[src/rtl/scrub_pkg.sv]
package scrub_pkg;

   typedef enum logic [2:0] {
      S_IDLE,
      S_READ,
      S_LOOK,
      S_CMP,
      S_HALT
   } scan_st_t;

   localparam logic [3:0] RG_CTRL  = 4'd0;
   localparam logic [3:0] RG_STAT  = 4'd1;
   localparam logic [3:0] RG_ACK   = 4'd2;
   localparam logic [3:0] RG_LOC   = 4'd3;
   localparam logic [3:0] RG_NFRM  = 4'd4;
   localparam logic [3:0] RG_EXP   = 4'd5;
   localparam logic [3:0] RG_ACT   = 4'd6;
   localparam logic [3:0] RG_DIDX  = 4'd7;
   localparam logic [3:0] RG_DATA  = 4'd8;

   // one byte folded MSB first into a CRC-32 register
   function automatic logic [31:0] crc_fold(input logic [31:0] seed,
                                            input logic [7:0]  b,
                                            input logic [31:0] poly);
      logic [31:0] c;
      c = seed ^ {b, 24'h0};
      for (int k = 0; k < 8; k++)
         c = c[31] ? ((c << 1) ^ poly) : (c << 1);
      return c;
   endfunction

endpackage

[src/rtl/scrub_crc.sv]
module scrub_crc #(
   parameter logic [31:0] POLY = 32'h04C1_1DB7
) (
   input  logic        clk,
   input  logic        rst_n,
   input  logic        take,
   input  logic        first,
   input  logic [7:0]  din,
   output logic [31:0] crc
);
   import scrub_pkg::*;

   always_ff @(posedge clk) begin
      if (!rst_n)
         crc <= '1;
      else if (take)
         crc <= crc_fold(first ? 32'hFFFF_FFFF : crc, din, POLY);
   end

endmodule

[src/rtl/scrub_fbuf.sv]
module scrub_fbuf #(
   parameter int FRAME_BYTES = 8,
   parameter bit KEEP_DATA   = 1'b1,
   localparam int BYTE_W = (FRAME_BYTES > 1) ? $clog2(FRAME_BYTES) : 1
) (
   input  logic              clk,
   input  logic              we,
   input  logic [BYTE_W-1:0] waddr,
   input  logic [7:0]        wdata,
   input  logic [BYTE_W-1:0] raddr,
   output logic [7:0]        rdata
);
   generate
      if (KEEP_DATA) begin : g_keep
         logic [7:0] mem [FRAME_BYTES];
         always_ff @(posedge clk) begin
            if (we)
               mem[waddr] <= wdata;
         end
         assign rdata = (int'(raddr) < FRAME_BYTES) ? mem[raddr] : 8'h00;
      end else begin : g_drop
         logic unused;
         assign unused = clk ^ we ^ (^waddr) ^ (^wdata) ^ (^raddr);
         assign rdata  = 8'h00;
      end
   endgenerate

endmodule

[src/rtl/scrub_seq.sv]
module scrub_seq #(
   parameter int NUM_DEV        = 3,
   parameter int FRAMES_PER_DEV = 4,
   parameter int FRAME_BYTES    = 8,
   localparam int DEV_W  = (NUM_DEV > 1) ? $clog2(NUM_DEV) : 1,
   localparam int FR_W   = (FRAMES_PER_DEV > 1) ? $clog2(FRAMES_PER_DEV) : 1,
   localparam int BYTE_W = (FRAME_BYTES > 1) ? $clog2(FRAME_BYTES) : 1,
   localparam int CB_AW  = (NUM_DEV * FRAMES_PER_DEV > 1) ?
                           $clog2(NUM_DEV * FRAMES_PER_DEV) : 1
) (
   input  logic              clk,
   input  logic              rst_n,
   input  logic              enable,
   input  logic              ack,
   input  logic              rb_valid,
   input  logic [31:0]       crc,
   input  logic [31:0]       cb_rdata,
   output logic              rb_active,
   output logic [DEV_W-1:0]  dev,
   output logic [FR_W-1:0]   frame,
   output logic              cb_rd,
   output logic [CB_AW-1:0]  cb_addr,
   output logic              take,
   output logic              first,
   output logic [BYTE_W-1:0] byte_idx,
   output logic              halted,
   output logic [DEV_W-1:0]  rep_dev,
   output logic [FR_W-1:0]   rep_frame,
   output logic [31:0]       rep_exp,
   output logic [31:0]       rep_act
);
   import scrub_pkg::*;

   localparam logic [BYTE_W-1:0] LAST_B = BYTE_W'(FRAME_BYTES - 1);
   localparam logic [FR_W-1:0]   LAST_F = FR_W'(FRAMES_PER_DEV - 1);
   localparam logic [DEV_W-1:0]  LAST_D = DEV_W'(NUM_DEV - 1);

   scan_st_t st;

   assign rb_active = (st == S_READ);
   assign cb_rd     = (st == S_LOOK);
   assign halted    = (st == S_HALT);
   assign take      = rb_active && rb_valid;
   assign first     = (byte_idx == '0);
   assign cb_addr   = CB_AW'(dev) * CB_AW'(FRAMES_PER_DEV) + CB_AW'(frame);

   always_ff @(posedge clk) begin
      if (!rst_n) begin
         st        <= S_IDLE;
         dev       <= '0;
         frame     <= '0;
         byte_idx  <= '0;
         rep_dev   <= '0;
         rep_frame <= '0;
         rep_exp   <= '0;
         rep_act   <= '0;
      end else begin
         case (st)
            S_IDLE: if (enable) st <= S_READ;
            S_READ: if (rb_valid) begin
               if (byte_idx == LAST_B) begin
                  byte_idx <= '0;
                  st       <= S_LOOK;
               end else begin
                  byte_idx <= byte_idx + 1'b1;
               end
            end
            S_LOOK: st <= S_CMP;
            S_CMP, S_HALT: begin
               if (st == S_CMP && cb_rdata != crc) begin
                  st        <= S_HALT;
                  rep_dev   <= dev;
                  rep_frame <= frame;
                  rep_exp   <= cb_rdata;
                  rep_act   <= crc;
               end else if (st == S_CMP || ack) begin
                  st <= enable ? S_READ : S_IDLE;
                  if (frame == LAST_F) begin
                     frame <= '0;
                     dev   <= (dev == LAST_D) ? '0 : dev + 1'b1;
                  end else begin
                     frame <= frame + 1'b1;
                  end
               end
            end
            default: st <= S_IDLE;
         endcase
      end
   end

   assert_position_range_R2: assert property (@(posedge clk) disable iff (!rst_n)
      (int'(frame) < FRAMES_PER_DEV) && (int'(dev) < NUM_DEV));

   assert_cb_pulse_R4: assert property (@(posedge clk) disable iff (!rst_n)
      cb_rd |=> !cb_rd);

   assert_hold_until_ack_R5: assert property (@(posedge clk) disable iff (!rst_n)
      (halted && !ack) |=> (halted && !rb_active));

   assert_report_stable_R6: assert property (@(posedge clk) disable iff (!rst_n)
      halted |=> ($stable(rep_exp) && $stable(rep_act) && $stable(rep_frame)));

endmodule

[src/rtl/scrub_regs.sv]
module scrub_regs #(
   parameter int FRAMES_PER_DEV = 4,
   parameter int DEV_W  = 2,
   parameter int FR_W   = 2,
   parameter int BYTE_W = 3
) (
   input  logic              clk,
   input  logic              rst_n,
   input  logic              host_sel,
   input  logic              host_wr,
   input  logic [3:0]        host_addr,
   input  logic [31:0]       host_wdata,
   input  logic              host_wpar,
   output logic [31:0]       host_rdata,
   output logic              host_rpar,
   input  logic              halted,
   input  logic [DEV_W-1:0]  rep_dev,
   input  logic [FR_W-1:0]   rep_frame,
   input  logic [31:0]       rep_exp,
   input  logic [31:0]       rep_act,
   input  logic [7:0]        fbyte,
   output logic              enable,
   output logic              ack,
   output logic [BYTE_W-1:0] didx
);
   import scrub_pkg::*;

   logic par_ok, wr_ok, par_err;

   assign par_ok = ((^host_wdata) == host_wpar);
   assign wr_ok  = host_sel && host_wr && par_ok;
   assign ack    = wr_ok && (host_addr == RG_ACK) && host_wdata[0];

   always_ff @(posedge clk) begin
      if (!rst_n) begin
         enable  <= 1'b0;
         par_err <= 1'b0;
         didx    <= '0;
      end else begin
         if (host_sel && host_wr && !par_ok)
            par_err <= 1'b1;
         else if (wr_ok && host_addr == RG_ACK && host_wdata[1])
            par_err <= 1'b0;
         if (wr_ok && host_addr == RG_CTRL)
            enable <= host_wdata[0];
         if (wr_ok && host_addr == RG_DIDX)
            didx <= host_wdata[BYTE_W-1:0];
      end
   end

   always_comb begin
      host_rdata = '0;
      case (host_addr)
         RG_CTRL: host_rdata = {31'h0, enable};
         RG_STAT: host_rdata = {30'h0, par_err, halted};
         RG_LOC:  host_rdata = {8'h00, 8'(rep_dev), 16'(rep_frame)};
         RG_NFRM: host_rdata = 32'(FRAMES_PER_DEV);
         RG_EXP:  host_rdata = rep_exp;
         RG_ACT:  host_rdata = rep_act;
         RG_DIDX: host_rdata = 32'(didx);
         RG_DATA: host_rdata = {24'h0, fbyte};
         default: host_rdata = '0;
      endcase
   end

   assign host_rpar = ^host_rdata;

   assert_bad_par_ignored_R9: assert property (@(posedge clk) disable iff (!rst_n)
      (host_sel && host_wr && !par_ok) |=> ($stable(enable) && $stable(didx) && par_err));

endmodule

[src/rtl/frame_crc_scrubber.sv]
module frame_crc_scrubber #(
   parameter int          NUM_DEV        = 3,
   parameter int          FRAMES_PER_DEV = 4,
   parameter int          FRAME_BYTES    = 8,
   parameter bit          KEEP_DATA      = 1'b1,
   parameter logic [31:0] POLY           = 32'h04C1_1DB7,
   localparam int DEV_W  = (NUM_DEV > 1) ? $clog2(NUM_DEV) : 1,
   localparam int FR_W   = (FRAMES_PER_DEV > 1) ? $clog2(FRAMES_PER_DEV) : 1,
   localparam int BYTE_W = (FRAME_BYTES > 1) ? $clog2(FRAME_BYTES) : 1,
   localparam int CB_AW  = (NUM_DEV * FRAMES_PER_DEV > 1) ?
                           $clog2(NUM_DEV * FRAMES_PER_DEV) : 1
) (
   input  logic             clk,
   input  logic             rst_n,
   output logic             rb_active,
   output logic [DEV_W-1:0] rb_dev,
   output logic [FR_W-1:0]  rb_frame,
   input  logic             rb_valid,
   input  logic [7:0]       rb_data,
   output logic             cb_rd,
   output logic [CB_AW-1:0] cb_addr,
   input  logic [31:0]      cb_rdata,
   input  logic             host_sel,
   input  logic             host_wr,
   input  logic [3:0]       host_addr,
   input  logic [31:0]      host_wdata,
   input  logic             host_wpar,
   output logic [31:0]      host_rdata,
   output logic             host_rpar,
   output logic             irq
);

   generate
      if (NUM_DEV < 1 || NUM_DEV > 256) begin : g_bad_dev
         $error("NUM_DEV must lie in 1..256");
      end
      if (FRAMES_PER_DEV < 1 || FRAMES_PER_DEV > 65536) begin : g_bad_frm
         $error("FRAMES_PER_DEV must lie in 1..65536");
      end
      if (FRAME_BYTES < 2) begin : g_bad_len
         $error("FRAME_BYTES must be at least 2");
      end
   endgenerate

   logic              enable, ack, take, first, halted;
   logic [BYTE_W-1:0] byte_idx, didx;
   logic [31:0]       crc, rep_exp, rep_act;
   logic [DEV_W-1:0]  rep_dev;
   logic [FR_W-1:0]   rep_frame;
   logic [7:0]        fbyte;

   scrub_seq #(
      .NUM_DEV(NUM_DEV), .FRAMES_PER_DEV(FRAMES_PER_DEV), .FRAME_BYTES(FRAME_BYTES)
   ) u_seq (
      .clk(clk), .rst_n(rst_n), .enable(enable), .ack(ack), .rb_valid(rb_valid),
      .crc(crc), .cb_rdata(cb_rdata), .rb_active(rb_active), .dev(rb_dev),
      .frame(rb_frame), .cb_rd(cb_rd), .cb_addr(cb_addr), .take(take),
      .first(first), .byte_idx(byte_idx), .halted(halted), .rep_dev(rep_dev),
      .rep_frame(rep_frame), .rep_exp(rep_exp), .rep_act(rep_act)
   );

   scrub_crc #(.POLY(POLY)) u_crc (
      .clk(clk), .rst_n(rst_n), .take(take), .first(first), .din(rb_data), .crc(crc)
   );

   scrub_fbuf #(.FRAME_BYTES(FRAME_BYTES), .KEEP_DATA(KEEP_DATA)) u_fbuf (
      .clk(clk), .we(take), .waddr(byte_idx), .wdata(rb_data),
      .raddr(didx), .rdata(fbyte)
   );

   scrub_regs #(
      .FRAMES_PER_DEV(FRAMES_PER_DEV), .DEV_W(DEV_W), .FR_W(FR_W), .BYTE_W(BYTE_W)
   ) u_regs (
      .clk(clk), .rst_n(rst_n), .host_sel(host_sel), .host_wr(host_wr),
      .host_addr(host_addr), .host_wdata(host_wdata), .host_wpar(host_wpar),
      .host_rdata(host_rdata), .host_rpar(host_rpar), .halted(halted),
      .rep_dev(rep_dev), .rep_frame(rep_frame), .rep_exp(rep_exp),
      .rep_act(rep_act), .fbyte(fbyte), .enable(enable), .ack(ack), .didx(didx)
   );

   assign irq = halted;

   assert_irq_quiet_R5: assert property (@(posedge clk) disable iff (!rst_n)
      irq |-> (!rb_active && !cb_rd));

endmodule

[config.mk]
export PLATFORM = sky130hd
export DESIGN_NAME = frame_crc_scrubber
export DESIGN_NICKNAME = d
export VERILOG_FILES = /design/src/rtl/scrub_pkg.sv /design/src/rtl/scrub_crc.sv /design/src/rtl/scrub_fbuf.sv /design/src/rtl/scrub_seq.sv /design/src/rtl/scrub_regs.sv /design/src/rtl/frame_crc_scrubber.sv
export SDC_FILE = /design/constraint.sdc
export NUM_CORES = 1
export LEC_CHECK = 0
export ABC_CLOCK_PERIOD_IN_PS = 8900
export BUFFER_PORTS_ARGS = -buffer_cell sky130_fd_sc_hd__buf_2
export CAP_MARGIN = 20
export CORE_UTILIZATION = 63
export DETAILED_ROUTE_END_ITERATION = 10
export GPL_ROUTABILITY_DRIVEN = 1
export PLACE_DENSITY = 0.86
export SETUP_SLACK_MARGIN = 0.3
export SYNTH_ARGS = -nofsm -noshare
export SYNTH_HDL_FRONTEND = slang
export SYNTH_SLANG_ARGS = --single-unit
export TNS_END_PERCENT = 50
[constraint.sdc]
create_clock -name clk -period 8.9 [get_ports clk]
set_input_delay 1.78 -clock clk [delete_from_list [all_inputs] [get_ports clk]]
set_output_delay 1.78 -clock clk [all_outputs]
set_load 0.01 [all_outputs]
==> results.sh <==
export IMPL_status="complete, no violations"
export IMPL_numPortBuffers=125
export IMPL_avgSynthCellArea_um2=10.40
export IMPL_path_max_fanout=44
export IMPL_grt_usage=0.3151
export IMPL_pin_count=126
export IMPL_diodes=0
export IMPL_clock_skew_ps=11.96
export IMPL_ys_ff_latch=182
export IMPL_antenna_found_initial=0
export IMPL_cts_tree="done"
export IMPL_place_area_um2=10300
export IMPL_wl_met1_mm=10.11
export IMPL_via_count=7366
export IMPL_numClockSinks=182
export IMPL_dp_hpwl_mm=16.86
export IMPL_worst_slew_pin_slew_ps=899.9
export IMPL_multiInputGateArea_um2=5074
export IMPL_ir_drop_v=0.0001837
export IMPL_cp_start_kind="primary input"
export IMPL_rrSetupSlack_ps=5890
export IMPL_gr_total_overflow=0
export IMPL_regArea_um2=4284
export IMPL_ant_nets=0
export IMPL_gp_congestion=0.8914
export IMPL_synthToLayoutAreaGrowth_pct=12.64
export IMPL_start_util=0.6574
export IMPL_vias_per_cell=6.053
export IMPL_min_period_ps=6608
export IMPL_synthCells=933
export IMPL_ys_seq_area_frac=0.4417
export IMPL_p_total_mw=1.865
export IMPL_die_x_um=126.1
export IMPL_drc=0
export IMPL_pwr_density_cell_nw_per_um2=170.7
export IMPL_worstPathRequired_ps=7120
export IMPL_async_reset_ff_frac=0
export IMPL_clk_latency_ps=460
export IMPL_die_h_um=126.1
export IMPL_nFillCells=1017
export IMPL_max_freq_mhz=151.3
export IMPL_grt_max_degree=76
export IMPL_synth_edf_count=64
export IMPL_rows=44
export IMPL_drv_cap=0
export IMPL_cts_resized=0
export IMPL_period_share=0.7425
export IMPL_cts_clk_slew_worst_paths_ps=70
export IMPL_final_setup_tns_ps=0
export IMPL_top_layer_used="met4"
export IMPL_synth_top_flop_cell="dfxtp_1"
export IMPL_cts_root_buffer="clkbuf_16"
export IMPL_yosysWarnings=0
export IMPL_drt_total_wl_mm=24.39
export IMPL_cts_setup_buffers=0
export IMPL_crit_arrival_ps=4830
export IMPL_rsz0062_at_grt="false"
export IMPL_ctsHtreeMaxLevel=4
export IMPL_cts_buffers=17
export IMPL_end_kind="primary output"
export IMPL_critPathKind="in2out"
export IMPL_synth_area_um2=9699
export IMPL_drive_gt1_frac=0.1955
export IMPL_slew_viol_final=0
export IMPL_min_path_type="reg2reg"
export IMPL_grt_pass1_vias=7114
export IMPL_final_common_cell="xnor2_1"
export IMPL_mostFrequentLayoutCells="xnor2_1 (134), buf_2 (126), dfxtp_1 (118), nor2_1 (111), mux2i_1 (89)"
export IMPL_cts_buffer_depth=2
export IMPL_setup_viol=0
export IMPL_layout_nets=1106
export IMPL_grt_pass1_wl_mm=37.74
export IMPL_wl_met2_mm=11.75
export IMPL_hold_violations=0
export IMPL_hold_slack_ps=488.2
export IMPL_met3_length_mm=1.877
export IMPL_drtIter0Drc=881
export IMPL_synth_distinct_cells=56
export IMPL_post_drt_wl_per_cell_um=20.04
export IMPL_core_um2=14750
export IMPL_fin_area_um2=10930
export IMPL_relSlewSlack=0.4001
export IMPL_holdBufCountCts=0
export IMPL_syn_num_nets=1019
export IMPL_die_area_um2=15900
export IMPL_drt_pass1_iter_count=6
export IMPL_p_leak_nw=4.038
-- report_power, final --
group          switching, mW  internal, mW  total (mW)
registers            0.00595         0.863       0.869
logic                  0.133         0.114       0.246
clock network          0.373         0.377       0.750
-- critical path, cell delays in order --
cell and delay, ps:
buf_2 610, nor2b_1 610, o2bb2ai_1 190, a22oi_1 110
o22ai_1 230, xnor3_1 460, xnor3_1 400, xnor3_1 260
buf_2 160
-- kinds of logic (layout without fill, tap and decap cells) --
| logic type | count (synthesis) | in the layout | share of synthesized area |
|---|---|---|---|
| compound gates | 110 | 110 | 0.08011 |
| simple gates | 284 | 284 | 0.1420 |
| buf+inv | 74 | 174 | 0.03651 |
| xor+xnor | 174 | 174 | 0.1686 |
| flops | 182 | 182 | 0.4417 |
| fa+ha+maj | 4 | 4 | 0.005160 |
| mux | 105 | 105 | 0.1259 |
-- Yosys cell counts, types with 5 or more instances --
cell type | number | area share
xnor2_1 | 134 | 0.12
dfxtp_1 | 118 | 0.24
nor2_1 | 112 | 0.043
mux2i_1 | 89 | 0.092
nand2_1 | 76 | 0.029
edfxtp_1 | 64 | 0.20
o211ai_1 | 32 | 0.025
xor2_1 | 31 | 0.028
clkbuf_1 | 29 | 0.011
nand3b_1 | 29 | 0.022
a21oi_1 | 26 | 0.013
buf_2 | 25 | 0.013
nor2b_1 | 14 | 0.0090
a22oi_1 | 13 | 0.010
mux4_2 | 13 | 0.030
nand3_1 | 12 | 0.0062
buf_4 | 10 | 0.0077
nand4_1 | 8 | 0.0052
xnor3_1 | 7 | 0.016
a21oi_2 | 6 | 0.0054
inv_1 | 6 | 0.0023
nor3_1 | 6 | 0.0031
o21ai_0 | 5 | 0.0026
o22ai_1 | 5 | 0.0032
-- final cells by class --
class / instances / share of cell area
timing repair buffer: 136 / 0.06642
clock inverter: 15 / 0.01500
clock buffer: 17 / 0.03894
inverter: 6 / 0.002061
multi-input combinational: 677 / 0.4644
sequential: 182 / 0.3921
tap: 184 / 0.02107
-- layer usage --
| layer | global-route usage | vias up |
|---|---|---|
| met5 | 0 | - |
| li1 | - | 3414 |
| met2 | 0.5096 | 314 |
| met3 | 0.08369 | 51 |
| met1 | 0.4076 | 3587 |
| met4 | 0.1148 | 0 |
-- sequential cells by signal (all words and copies together) (netlist names), named ones only --
name / cells
u_seq.frame: 2
u_seq.rep_frame: 2
u_regs.par_err: 1
u_seq.byte_idx: 3
u_regs.didx: 3
u_seq.dev: 2
u_regs.enable: 1
u_seq.st: 3
u_fbuf.g_keep.mem: 64
u_seq.rep_dev: 2
u_seq.rep_act: 32
u_crc.crc: 32
u_seq.rep_exp: 32
-- final timing paths --
path,cells past startpoint,from,end
worst min-delay path,2,u_seq.rep_exp[16],u_seq.rep_exp[16]
worst max register to register,10,u_seq.byte_idx[0],u_crc.crc[8]
worst min register to register,2,u_seq.rep_exp[16],u_seq.rep_exp[16]
worst max-delay path,9,host_addr[0],host_rpar
-- stage by stage --
stage | utilization | setup slack (ps) | instances
floorplan | - | 3270 | 933
global placement | 0.6984 | 2554 | 1183
detailed placement | 0.6984 | 2366 | 1183
CTS | 0.7383 | 2345 | 1215
global route | 0.7405 | 2189 | 1217
finish | 0.7405 | 2292 | 1217
(Power assumes the default switching activity.)
